### src/rtl/qr_seq_pkg.sv
package qr_seq_pkg;

   typedef enum logic [1:0] {
      SEQ_IDLE   = 2'd0,
      SEQ_OFFMIN = 2'd1,
      SEQ_HUNT   = 2'd2,
      SEQ_ON     = 2'd3
   } seq_state_e;

   function automatic int ns_to_cycles(input int ns, input int clk_mhz);
      return (ns * clk_mhz + 999) / 1000;
   endfunction

   function automatic int max2(input int a, input int b);
      return (a > b) ? a : b;
   endfunction

endpackage

### src/rtl/qr_span_counter.sv
module qr_span_counter #(
   parameter int W = 8
) (
   input  logic         clk_i,
   input  logic         rst_ni,
   input  logic         clr_i,
   output logic [W-1:0] cnt_o
);
   // clears to zero, otherwise counts up and holds at all ones
   always_ff @(posedge clk_i or negedge rst_ni) begin
      if (!rst_ni)             cnt_o <= '0;
      else if (clr_i)          cnt_o <= '0;
      else if (cnt_o != '1)    cnt_o <= cnt_o + 1'b1;
   end
endmodule

### src/rtl/qr_toff_calc.sv
module qr_toff_calc #(
   parameter int FB_W     = 10,
   parameter int FB_SAT   = 240,
   parameter int FB_GREEN = 420,
   parameter int FB_HYST  = 20,
   parameter int TOFF_MIN = 32,
   parameter int TOFF_MAX = 152,
   parameter int SLOPE_SH = 12,
   parameter int OUT_W    = 8
) (
   input  logic             clk_i,
   input  logic             rst_ni,
   input  logic [FB_W-1:0]  fb_code_i,
   output logic [OUT_W-1:0] toff_o
);
   localparam int     EW      = FB_W + 1;
   localparam int     FB_EXIT = FB_GREEN + FB_HYST;
   localparam int     SPAN    = FB_EXIT - FB_SAT;
   localparam int     RISE    = TOFF_MAX - TOFF_MIN;
   localparam longint K       = (longint'(RISE) << SLOPE_SH) / longint'(SPAN);
   localparam int     K_W     = (K < 2) ? 1 : $clog2(K + 1);
   localparam int     PROD_W  = EW + K_W;
   localparam logic [K_W-1:0] K_VEC = K_W'(K);

   logic              green_q;
   logic              in_green;
   logic [EW-1:0]     deficit;
   logic [PROD_W-1:0] prod;
   logic [OUT_W-1:0]  toff_d;

   // hysteresis: enter below FB_GREEN, leave at FB_EXIT or above
   always_comb begin
      in_green = (fb_code_i < FB_W'(FB_GREEN)) ||
                 (green_q && ({1'b0, fb_code_i} < EW'(FB_EXIT)));
      deficit  = EW'(FB_EXIT) - {1'b0, fb_code_i};
      prod     = PROD_W'(deficit) * PROD_W'(K_VEC);
      if (!in_green)                         toff_d = OUT_W'(TOFF_MIN);
      else if (fb_code_i <= FB_W'(FB_SAT))   toff_d = OUT_W'(TOFF_MAX);
      else toff_d = OUT_W'(TOFF_MIN) + OUT_W'(prod >> SLOPE_SH);
   end

   always_ff @(posedge clk_i or negedge rst_ni) begin
      if (!rst_ni) begin
         green_q <= 1'b0;
         toff_o  <= OUT_W'(TOFF_MIN);
      end else begin
         green_q <= in_green;
         toff_o  <= toff_d;
      end
   end

   assert_toff_bounds_R5: assert property (@(posedge clk_i) disable iff (!rst_ni)
      (toff_o >= OUT_W'(TOFF_MIN)) && (toff_o <= OUT_W'(TOFF_MAX)));

   assert_exit_green_R6: assert property (@(posedge clk_i) disable iff (!rst_ni)
      ({1'b0, fb_code_i} >= EW'(FB_EXIT)) |=> (toff_o == OUT_W'(TOFF_MIN)));
endmodule

### src/rtl/qr_valley_sequencer.sv
module qr_valley_sequencer
   import qr_seq_pkg::*;
#(
   parameter int CLK_MHZ    = 125,
   parameter bit HF_VARIANT = 1'b0,
   parameter int FB_W       = 10,
   parameter int FB_ZERO    = 200,
   parameter int FB_SAT     = 240,
   parameter int FB_GREEN   = 420,
   parameter int FB_HYST    = 20,
   parameter int SLOPE_SH   = 12,
   parameter int LEB_NS     = 625,
   parameter int TON_MAX_NS = 45000
) (
   input  logic            clk_i,
   input  logic            rst_ni,
   input  logic            en_i,
   input  logic [FB_W-1:0] fb_code_i,
   input  logic            cs_trip_i,
   input  logic            valley_i,
   output logic            gate_o
);
   localparam int TOFF_MIN_NS = HF_VARIANT ? 3000  : 8000;
   localparam int TOFF_MAX_NS = HF_VARIANT ? 13000 : 38000;
   localparam int TMO_NS      = HF_VARIANT ? 5000  : 9000;

   localparam int TOFF_MIN_CYC = ns_to_cycles(TOFF_MIN_NS, CLK_MHZ);
   localparam int TOFF_MAX_CYC = ns_to_cycles(TOFF_MAX_NS, CLK_MHZ);
   localparam int TMO_CYC      = ns_to_cycles(TMO_NS, CLK_MHZ);
   localparam int LEB_CYC      = ns_to_cycles(LEB_NS, CLK_MHZ);
   localparam int TON_MAX_CYC  = ns_to_cycles(TON_MAX_NS, CLK_MHZ);
   localparam int MAX_CYC      = max2(max2(TOFF_MAX_CYC, TMO_CYC), TON_MAX_CYC);
   localparam int CNT_W        = $clog2(MAX_CYC + 1);

   generate
      if (FB_SAT <= FB_ZERO || FB_GREEN <= FB_SAT || FB_HYST < 0 ||
          FB_GREEN + FB_HYST >= (1 << FB_W)) begin : g_bad_fb
         $error("feedback thresholds must satisfy ZERO < SAT < GREEN and fit FB_W");
      end
      if (TOFF_MIN_CYC < 1 || TMO_CYC < 1 || LEB_CYC >= TON_MAX_CYC) begin : g_bad_time
         $error("timing parameters give an empty phase");
      end
   endgenerate

   seq_state_e       st_q, st_d;
   logic [CNT_W-1:0] cnt;
   logic [CNT_W-1:0] toff_now, toff_q;
   logic             cnt_clr, toff_ld;
   logic             fb_live;

   qr_span_counter #(.W(CNT_W)) u_phase_cnt (
      .clk_i  (clk_i),
      .rst_ni (rst_ni),
      .clr_i  (cnt_clr),
      .cnt_o  (cnt)
   );

   qr_toff_calc #(
      .FB_W     (FB_W),
      .FB_SAT   (FB_SAT),
      .FB_GREEN (FB_GREEN),
      .FB_HYST  (FB_HYST),
      .TOFF_MIN (TOFF_MIN_CYC),
      .TOFF_MAX (TOFF_MAX_CYC),
      .SLOPE_SH (SLOPE_SH),
      .OUT_W    (CNT_W)
   ) u_toff (
      .clk_i     (clk_i),
      .rst_ni    (rst_ni),
      .fb_code_i (fb_code_i),
      .toff_o    (toff_now)
   );

   assign fb_live = fb_code_i > FB_W'(FB_ZERO);

   always_comb begin
      st_d    = st_q;
      cnt_clr = 1'b0;
      toff_ld = 1'b0;
      if (!en_i) begin
         st_d    = SEQ_IDLE;
         cnt_clr = 1'b1;
      end else begin
         unique case (st_q)
            SEQ_IDLE: begin
               st_d    = SEQ_OFFMIN;
               cnt_clr = 1'b1;
               toff_ld = 1'b1;
            end
            SEQ_OFFMIN: begin
               if (cnt == toff_q - 1'b1) begin
                  st_d    = SEQ_HUNT;
                  cnt_clr = 1'b1;
               end
            end
            SEQ_HUNT: begin
               if (valley_i || cnt == CNT_W'(TMO_CYC - 1)) begin
                  cnt_clr = 1'b1;
                  if (fb_live) st_d = SEQ_ON;
                  else begin
                     st_d    = SEQ_OFFMIN;
                     toff_ld = 1'b1;
                  end
               end
            end
            SEQ_ON: begin
               if ((cs_trip_i && cnt >= CNT_W'(LEB_CYC)) ||
                   cnt == CNT_W'(TON_MAX_CYC - 1)) begin
                  st_d    = SEQ_OFFMIN;
                  cnt_clr = 1'b1;
                  toff_ld = 1'b1;
               end
            end
            default: st_d = SEQ_IDLE;
         endcase
      end
   end

   always_ff @(posedge clk_i or negedge rst_ni) begin
      if (!rst_ni) begin
         st_q   <= SEQ_IDLE;
         toff_q <= CNT_W'(TOFF_MIN_CYC);
      end else begin
         st_q <= st_d;
         if (toff_ld) toff_q <= toff_now;
      end
   end

   assign gate_o = (st_q == SEQ_ON);

   // run-length observers used only by the properties below
   logic [15:0] hi_run, lo_run;
   always_ff @(posedge clk_i or negedge rst_ni) begin
      if (!rst_ni) begin
         hi_run <= '0;
         lo_run <= '0;
      end else begin
         hi_run <= gate_o ? ((hi_run != '1) ? hi_run + 1'b1 : hi_run) : '0;
         lo_run <= gate_o ? '0 : ((lo_run != '1) ? lo_run + 1'b1 : lo_run);
      end
   end

   assert_gate_drop_R11: assert property (@(posedge clk_i) disable iff (!rst_ni)
      !en_i |=> !gate_o);

   assert_on_cap_R9: assert property (@(posedge clk_i) disable iff (!rst_ni)
      gate_o |-> (hi_run < 16'(TON_MAX_CYC)));

   assert_blank_hold_R7: assert property (@(posedge clk_i) disable iff (!rst_ni)
      ($fell(gate_o) && $past(en_i)) |-> (hi_run > 16'(LEB_CYC)));

   assert_min_off_R2: assert property (@(posedge clk_i) disable iff (!rst_ni)
      $rose(gate_o) |-> (lo_run > 16'(TOFF_MIN_CYC)));

   assert_zero_duty_R10: assert property (@(posedge clk_i) disable iff (!rst_ni)
      $rose(gate_o) |-> ($past(fb_code_i) > FB_W'(FB_ZERO)));
endmodule

### config.mk
export PLATFORM = sky130hd
export DESIGN_NAME = qr_valley_sequencer
export DESIGN_NICKNAME = d
export VERILOG_FILES = /design/src/rtl/qr_seq_pkg.sv /design/src/rtl/qr_span_counter.sv /design/src/rtl/qr_toff_calc.sv /design/src/rtl/qr_valley_sequencer.sv
export SDC_FILE = /design/constraint.sdc
export NUM_CORES = 1
export LEC_CHECK = 0
export BUFFER_PORTS_ARGS = -buffer_cell sky130_fd_sc_hd__buf_4
export CAP_MARGIN = 25
export CORE_MARGIN = 2
export CORE_UTILIZATION = 45
export DETAILED_ROUTE_END_ITERATION = 10
export PLACE_DENSITY_LB_ADDON = 0.25
export REMOVE_ABC_BUFFERS = 1
export SETUP_SLACK_MARGIN = 0.15
export SLEW_MARGIN = 20
export SYNTH_ARGS = -nofsm -noshare
export SYNTH_HDL_FRONTEND = slang
export SYNTH_HIERARCHICAL = 1
export SYNTH_SLANG_ARGS = --single-unit
export TNS_END_PERCENT = 1
### constraint.sdc
create_clock -name clk_i -period 3.4 [get_ports clk_i]
set_input_delay 0.17 -clock clk_i [delete_from_list [all_inputs] [get_ports clk_i]]
set_output_delay 0.17 -clock clk_i [all_outputs]
set_load 0.01 [all_outputs]
-- After elaboration in Yosys (flattened, before gate mapping)
Cells that the tools add are included.
W data, S select, Z words.
- $add $sub $neg: 4
- $mul: 1
- divide/modulo/power cells: 0
- $lt $le $gt $ge: 5
- eq/ne operators: 10
- shifts and indexed selects: 0
- multiplexer cells: 19
- bitwise logic cells: 0
- reductions and logical operators: 8
- operators with widths (cell ; count):
    $mux W13 ; 4
    $lt A10 B9 Y1 const B ; 2
    $mul A11 B7 Y15 const B ; 1
    $add A10 B13 Y13 const A ; 1
    $add A13 B1 Y13 const B ; 1
    $eq A13 B11 Y1 const B ; 1
    $eq A13 B13 Y1 ; 1
    $eq A13 B13 Y1 const B ; 1
    $ge A13 B7 Y1 const B ; 1
    $ne A13 B13 Y1 const B ; 1
    $sub A13 B1 Y13 const B ; 1
    $sub A9 B10 Y11 const A ; 1
    $gt A10 B8 Y1 const B ; 1
    $le A10 B8 Y1 const B ; 1
    $mux W2 ; 5
    $pmux W2 S4 ; 1
    $mux W1 ; 7
    $ne A3 B3 Y1 const B ; 2
    $eq A2 B2 Y1 const B ; 2
    $pmux W1 S4 ; 1
    $logic_or A1 B1 Y1 ; 3
    $ne A3 B2 Y1 const B ; 1
    $pmux W1 S3 ; 1
    $reduce_and A3 Y1 ; 1
    other kinds (4) ; 5
- flip-flop bits (word level): 42
- bits in latches: 0
- memory bits (writable): 0
- ROM bits: 0
- output and inout bits: 1
- logic and storage cells: 52
- memories: 0

-- Logic depth before layout (Yosys ltp)
Gate-level depths: netlist of the first run.
- word-level depth: 7
- mapped depth: 22
- mapped depth without buffers: 22

-- Cells and area by module
Netlist of the first run, hierarchy kept.
- modules (own cells, without submodules) (module ; instances ; cells each ; area each (um^2)):
    qr_toff_calc ; 1 ; 229 ; 2113.3
    qr_valley_sequencer ; 1 ; 139 ; 1358.8
    qr_span_counter ; 1 ; 72 ; 728.2

-- Worst setup path after synthesis of the first run
Ideal clock, no wire load.
- path kind: input to register
- from: input fb_code_i[0]
- to: register u_toff.toff_o[12]
- arrival: 4876 ps
- required time: 3271 ps
- slack: -1605 ps
- stages on the path: 22
- path buffers: 1
- cell sequence: nor3_1 > or2_2 > clkbuf_1 > inv_1 > a21oi_1 > xnor2_1 > inv_1 > ha_1 > ha_1 > fa_1 > inv_1 > fa_1 > inv_1 > ha_1 > and3_1 > and3_1 > a21o_1 > or2_1 > o311ai_1 > o211ai_2 > xnor2_1 > a21boi_1
- word-level cells in the longest chain between the ends: 5
- ends and longest elaborated chain (what ; line ; source):
    start, declared ; qr_valley_sequencer.sv:18 ; input logic [FB_W-1:0] fb_code_i,
    $sub A9 B10 Y11 ; qr_toff_calc.sv:35 ; deficit = EW'(FB_EXIT) - {1'b0, fb_code_i};
    $mul A11 B7 Y15 ; qr_toff_calc.sv:36 ; prod = PROD_W'(deficit) * PROD_W'(K_VEC);
    $add A10 B13 Y13 ; qr_toff_calc.sv:39 ; else toff_d = OUT_W'(TOFF_MIN) + OUT_W'(prod >> SLOPE_SH);
    $mux W13 ; qr_toff_calc.sv:38 ; else if (fb_code_i <= FB_W'(FB_SAT)) toff_d = OUT_W'(TOFF_MAX);
    $mux W13 * ; qr_toff_calc.sv:37 ; if (!in_green) toff_d = OUT_W'(TOFF_MIN);
    named net u_toff.toff_d[12] ; qr_toff_calc.sv:29 ; logic [OUT_W-1:0] toff_d;
    end signal, assigned ; qr_toff_calc.sv:45 ; toff_o <= OUT_W'(TOFF_MIN);
    end signal, assigned ; qr_toff_calc.sv:48 ; toff_o <= toff_d;
    end, declared ; qr_toff_calc.sv:14 ; output logic [OUT_W-1:0] toff_o
Mark *: on every way through the listed nets, which the timed path passes. The rest lies on a longest branch.
A chain may end at the register's enable or synchronous reset.

-- Worst setup path after layout of the first run
- from: input fb_code_i[1]
- to: register u_toff.toff_o[12]
The elaborated chain is that of the path after synthesis.

==> impl_metrics.json, run 1 <==
{
  "status": "finished, violations left",
  "violations": "setup timing",
  "nFillCells": 784,
  "antenna_left": 0,
  "setup.worst_path.end_class": "flip-flop",
  "power_density_nw_per_um2": 888,
  "arrival_ps": 4340,
  "gp_congestion": 0.851,
  "async_flop_share_pct": 100,
  "rsz0062_at_grt": "true",
  "total_power_mw": 4.85,
  "switching_share_pct": 42.9,
  "ys_types": 75,
  "crit_required_ps": 3590,
  "critPathLaunchType": "primary input",
  "crit_type": "in -> reg",
  "dieArea_um2": 10100,
  "yosysWarnings": 6,
  "yosysSeqAreaShare_pct": 25.4,
  "drt-total-wl_um": 9950,
  "drt_iter0_markers": 85,
  "grt_pass1_vias": 3632,
  "grt_usage_pct": 20.1,
  "final.min_clock_period_ps": 4150,
  "switching_power_mw": 2.08,
  "coreArea_um2": 9150,
  "slew_headroom_pct": 57.1,
  "max_stage_delay_ps": 490,
  "clock_path_buffers": 2,
  "port_buffers": 15,
  "crit_buf_inv": 6,
  "finalCritPeriodShare_pct": 122,
  "clk_pin_slew_ps": 80,
  "fp.dieW_um": 101,
  "synthAdderAreaFrac_pct": 20.0,
  "start_util_pct": 45.9,
  "cts_buffers": 5,
  "synth_ff_type": "dfrtp_1",
  "clock_latency_ps": 300,
  "grt_remaining_overflow": 0,
  "max-vdd-ir-drop_mv": 0.585,
  "seqPwrFrac_pct": 17.0,
  "hold_violations": 0,
  "yosys.area_share.simple_pct": 19.3,
  "viasPerCell": 5.61,
  "ioPinCount": 16,
  "syn_inst": 440,
  "tritoncts": "built",
  "root_buffer": "clkbuf_8",
  "r2r_setup_slack_ps": 410,
  "synth-xor-area-share_pct": 9.17,
  "hold_path.class": "in -> reg",
  "routedWlPerCell_um": 15.3,
  "drcViolationCount": 0,
  "cts_num_sinks": 42,
  "crit_family": "adder cells",
  "cp_cell_sequence": "buf_8 > nor3_4 > buf_4 > buf_4 > xor2_1 > buf_4 > ha_1 > ha_1 > ha_1 > inv_1 > fa_1 > inv_1 > ha_1 > a21o_1 > a31o_1 > or3_4 > a221oi_2 > nand3_2 > o211ai_2 > xnor2_1 > a21boi_1",
  "avgSynthCellArea_um2": 9.55,
  "synth_compound_area_share_pct": 16.5,
  "rows": 35,
  "power_frac_clock_pct": 6.7,
  "dp_hpwl_um": 7640,
  "synth_top_family_by_area": "adder cells",
  "syn_area_um2": 4200,
  "ys_ff_latch": 42,
  "finalSetupTns_ps": -4660,
  "setup_viol": 8,
  "setup_ws_ps": -749,
  "nNetsFinal": 615,
  "grt_max_degree": 43,
  "crit_slowest_cell": "fa_1",
  "skew_ps": 9.67,
  "drv_slew": 0,
  "grt_pass1_wl_um": 16500,
  "pwr-share-comb_pct": 76.3,
  "tightest_slew_ps": 638,
  "yosys-mux-area-fraction_pct": 4.86,
  "crit_path_frequent_cell": "ha_1",
  "final_layout_size_suffix_gt1_share_pct": 34.9,
  "p_int_mw": 2.77,
  "num_antenna_cells": 0,
  "timing.fmax_mhz": 241,
  "drtPass1Iterations": 4,
  "critPathMaxFanout": 3,
  "synthToLayoutAreaGrowth_pct": 30.1,
  "synth_edf_count": 0,
  "drv_cap": 0,
  "antenna_found_initial": 0,
  "htreeDepth": 2,
  "via_count": 3658,
  "die_height_um": 101,
  "p_leak_nw": 2.48
}
## sequential cells by signal, summed over array words and instances, names as in the netlist
| register | count |
|---|---|
| u_toff/toff_o | 13 |
| u_toff/green_q | 1 |
| toff_q | 13 |
| u_phase_cnt/cnt_o | 13 |
| st_q | 2 |
## timing repair
item / in CTS / in global routing
endpoints found under the setup margin: 9 / 9
hold endpoints to repair: 30 / 0
pin swaps: 47 / 11
hold buffers: 1 / 0
buffers inserted: 9 / 2
gates resized for setup: 46 / 7
## Yosys cell counts, drive strengths merged (5+ instances only)
| cell type | number | area (um^2) |
|---|---|---|
| ha | 48 | 601 |
| inv | 40 | 150 |
| dfrtp | 30 | 751 |
| nor2 | 30 | 113 |
| xnor2 | 29 | 254 |
| a21oi | 18 | 90.1 |
| nand2 | 18 | 67.6 |
| nor3 | 16 | 80.1 |
| xor2 | 15 | 131 |
| mux2 | 13 | 184 |
| dfstp | 12 | 315 |
| fa | 12 | 240 |
| nand4 | 12 | 96.3 |
| o21ai | 11 | 55.1 |
| and3 | 9 | 56.3 |
| nand3 | 9 | 45.0 |
| a21o | 8 | 60.1 |
| o211ai | 8 | 65.1 |
| and2 | 7 | 46.3 |
| a31oi | 6 | 37.5 |
| a211oi | 5 | 42.5 |
| a311oi | 5 | 50.0 |
| nand2b | 5 | 31.3 |
| nor2b | 5 | 31.3 |
## cell families (layout without fill, tap and decap cells)
kind of cell,count (synthesis),count (layout)
and+or+nand+nor,140,140
DFF,42,42
adders and majority gates,60,60
buffers and inverters,47,148
AOI/OAI and AO/OA,92,92
xor gates and xnor gates,44,44
muxes,15,15
## worst register-to-register path: stages (launching register included)
cell,delay [ps]
dfrtp_1,490
inv_1,80
ha_1,270
nand2b_1,170
a311oi_1,300
o211ai_1,130
nor4_1,350
buf_4,190
nand4_1,80
nand2_1,420
nand2b_1,180
a21oi_1,40
a31o_2,210
## cells in the final DEF, fill, tap and decap left out, types with 3 or more instances in the layout
cell	count
buf_4	94
ha_1	36
inv_1	35
nor2_1	30
dfrtp_1	30
xnor2_1	27
nand2_1	18
nor3_1	15
a21oi_1	15
xor2_1	13
dfstp_2	12
fa_1	12
ha_4	12
nand4_1	10
mux2_4	10
nand3_1	8
a21o_1	8
and3_1	7
o211ai_1	7
a31oi_1	6
o21ai_1	6
nor2b_1	5
and2_1	5
clkbuf_8	5
a41oi_1	4
o21ai_0	4
nand2b_1	4
nor4_1	4
a311oi_1	4
inv_2	4
a21boi_0	3
nor4b_1	3
a211oi_1	3
mux2_2	3
and4_1	3
a21oi_2	3
buf_6	3
## routing by layer
metal,wire [um],vias to the layer above,GRT usage [%]
met5,0,-,0
met4,155,0,6.01
met3,211,14,1.94
met2,5420,65,38.2
met1,4170,1768,23.8
li1,-,1811,-
## cell type report
cell class / instances / area [um^2] / share of cell area, %
Tap cell: 111 / 139 / 2.54
Multi-Input combinational cell: 351 / 3230 / 59.2
Clock inverter: 3 / 23.8 / 0.435
Timing Repair Buffer: 100 / 779 / 14.3
Sequential cell: 42 / 1070 / 19.5
Inverter: 40 / 153 / 2.79
Clock buffer: 5 / 68.8 / 1.26
## path summary, 6_finish.rpt
kind	start	end	cells after the start
max in group asynchronous	rst_ni	toff_q[6]	2
min in group asynchronous	rst_ni	u_phase_cnt/cnt_o[4]	2
min	en_i	st_q[0]	2
max reg2reg	toff_q[0]	u_phase_cnt/cnt_o[5]	12
min reg2reg	u_toff/toff_o[10]	toff_q[10]	1
max	fb_code_i[1]	u_toff/toff_o[12]	21
## metrics by stage
step	cells	util [%]	area [um^2]	setup WS, ps	hold WS (ps)
after floorplan	433	-	4150	-1550	-126
after global placement	632	54.1	4950	-1510	177
after detailed placement	632	54.1	4950	-1670	184
after CTS	650	59.0	5400	-740	174
after global routing	652	59.7	5460	-935	184
final	652	59.7	5460	-749	181
## power groups by stage
stage               combinational [mW]  clock [mW]  sequential, mW
floorplan                         2.14           0           0.777
global placement                  3.07           0           0.825
detailed placement                3.15           0           0.834
CTS                               3.52       0.338           0.825
global route                      4.05       0.361           0.847
finish                            3.70       0.327           0.825
(Power assumes the default switching activity.)
==> run 2, diff against run 1 <==
CORE_ASPECT_RATIO = 1.25   (was unset)
CORE_UTILIZATION = 25   (was 45)
==> impl_metrics.json, run 2 (same netlist as run 1, synthesis figures left out) <==
{
  "status": "finished, violations left",
  "violations": "setup timing",
  "slew_headroom_pct": 54.4,
  "regToRegEndpoint": "u_phase_cnt/cnt_o[5]",
  "crit_path_frequent_cell": "ha_4",
  "die_height_um": 149,
  "hold_end": "st_q[0]",
  "grt_pass1_vias": 3840,
  "tritoncts": "built",
  "drt-total-wl_um": 10800,
  "seq_area_um2": 1070,
  "r2r_setup_slack_ps": 500,
  "dieArea_um2": 17900,
  "setup_ws_ps": -729,
  "finalCritPeriodShare_pct": 121,
  "max_stage_delay_ps": 510,
  "crit_start": "fb_code_i[1]",
  "cts_buffers": 5,
  "largestRegisters": "toff_q: 13 flops, u_phase_cnt/cnt_o: 13 flops, u_toff/toff_o: 13 flops",
  "critPathLaunchType": "primary input",
  "grt_pass1_wl_um": 18100,
  "htreeDepth": 2,
  "final.min_clock_period_ps": 4130,
  "fin_area_um2": 5840,
  "timing.fmax_mhz": 242,
  "synthToLayoutAreaGrowth_pct": 39.1,
  "setup.worst_path.end_class": "flip-flop",
  "grt_remaining_overflow": 0,
  "fp.dieW_um": 120,
  "crit_slowest_cell": "fa_1",
  "dp_hpwl_um": 8390,
  "reg2reg_depth": 12,
  "final_cell_mix": "buf_4, ha_1, inv_1, nor2_1, dfrtp_1",
  "clock_path_buffers": 2,
  "layout_commonest_cell": "buf_4",
  "final_layout_size_suffix_gt1_share_pct": 38.4,
  "crit_required_ps": 3570,
  "antenna_left": 0,
  "tightest_slew_ps": 679,
  "arrival_ps": 4300,
  "gp_congestion": 0.810,
  "multi_input_area_um2": 3300,
  "final_util_pct": 35.1,
  "viasPerCell": 4.79,
  "hold_depth": 2,
  "max-vdd-ir-drop_mv": 0.364,
  "hold_violations": 0,
  "rsz0062_at_grt": "true",
  "via_count": 3692,
  "num_antenna_cells": 0,
  "seqPwrFrac_pct": 15.3,
  "coreArea_um2": 16600,
  "nNetsFinal": 624,
  "switching_power_mw": 2.20,
  "power_frac_clock_pct": 11.6,
  "cp_cell_sequence": "buf_8 > inv_4 > ha_4 > nand2b_4 > and4_4 > buf_6 > xor2_4 > buf_6 > ha_4 > ha_4 > inv_1 > fa_1 > fa_1 > inv_2 > ha_4 > and3_4 > a221oi_4 > xnor2_2 > a221oi_4 > nand3_2 > o211ai_2 > xnor2_1 > a21boi_1",
  "drcViolationCount": 0,
  "grt_usage_pct": 12.4,
  "drv_slew": 0,
  "drtPass1Iterations": 6,
  "start_util_pct": 25.2,
  "nFillCells": 1689,
  "routedWlPerCell_um": 14.0,
  "skew_ps": 2.07,
  "hold_path.class": "in -> reg",
  "drt_iter0_markers": 154,
  "p_int_mw": 3.21,
  "cts_num_sinks": 42,
  "crit_buf_inv": 6,
  "pwr-share-comb_pct": 73.1,
  "rows": 53,
  "crit_family": "adder cells",
  "total_power_mw": 5.40,
  "antenna_found_initial": 0,
  "regToRegStartpoint": "toff_q[0]",
  "critPathMaxFanout": 3,
  "ioPinCount": 16,
  "drv_cap": 0,
  "switching_share_pct": 40.6,
  "port_buffers": 15,
  "clock_latency_ps": 290,
  "p_leak_nw": 2.61,
  "hp-start": "en_i",
  "postPlaceCellArea_um2": 5150,
  "root_buffer": "clkbuf_16",
  "crit_type": "in -> reg",
  "power_density_nw_per_um2": 925,
  "grt_max_degree": 43,
  "clk_pin_slew_ps": 60,
  "hold_slack_ps": 180,
  "setup_viol": 9
}
[run 2: stage by stage]
stage	worst slack, ps	cells	setup TNS [ps]
floorplan	-1550	433	-8590
CTS	-732	768	-4500
detailed placement	-1680	749	-11740
global route	-907	770	-6250
finish	-729	770	-4450
global placement	-1570	749	-11160
[run 2: final cells by class]
class / count / area share (%)
multi-input combinational: 351 / 56.5
sequential: 42 / 18.2
timing repair buffer: 109 / 14.6
tap: 220 / 4.71
inverter: 40 / 2.65
clock buffer: 5 / 2.14
clock inverter: 3 / 1.18
[run 2: worst max path at each step]
stage                                    to  slack (ps)  cells past startpoint
after detailed placement  u_toff/toff_o[12]       -1680                     23
after global placement    u_toff/toff_o[12]       -1570                     23
after floorplan           u_toff/toff_o[12]       -1550                     22
final                     u_toff/toff_o[12]        -730                     23
after global routing      u_toff/toff_o[12]        -910                     24
after CTS                 u_toff/toff_o[12]        -730                     24
[run 2: layer usage]
metal / GRT usage (%) / wire [um] / vias up
met5: 0 / 0 / -
met4: 4.35 / 220 / 0
met3: 1.38 / 198 / 14
met2: 24.4 / 5980 / 51
met1: 13.7 / 4370 / 1799
li1: - / - / 1828
[run 2: power by group through the flow]
stage                     logic, mW  registers (mW)  clock network (mW)
final                          3.95           0.826               0.628
after global routing           4.36           0.846               0.663
after CTS                      3.83           0.824               0.646
after detailed placement       3.21           0.833                   0
after global placement         3.15           0.830                   0
after floorplan                2.14           0.777                   0
[run 2: repair_timing]
item	in CTS	in global routing
pin swaps	53	12
hold buffers	1	0
setup buffers	10	2
hold endpoints to repair	30	0
endpoints found under the setup margin	9	10
resized for setup	64	6
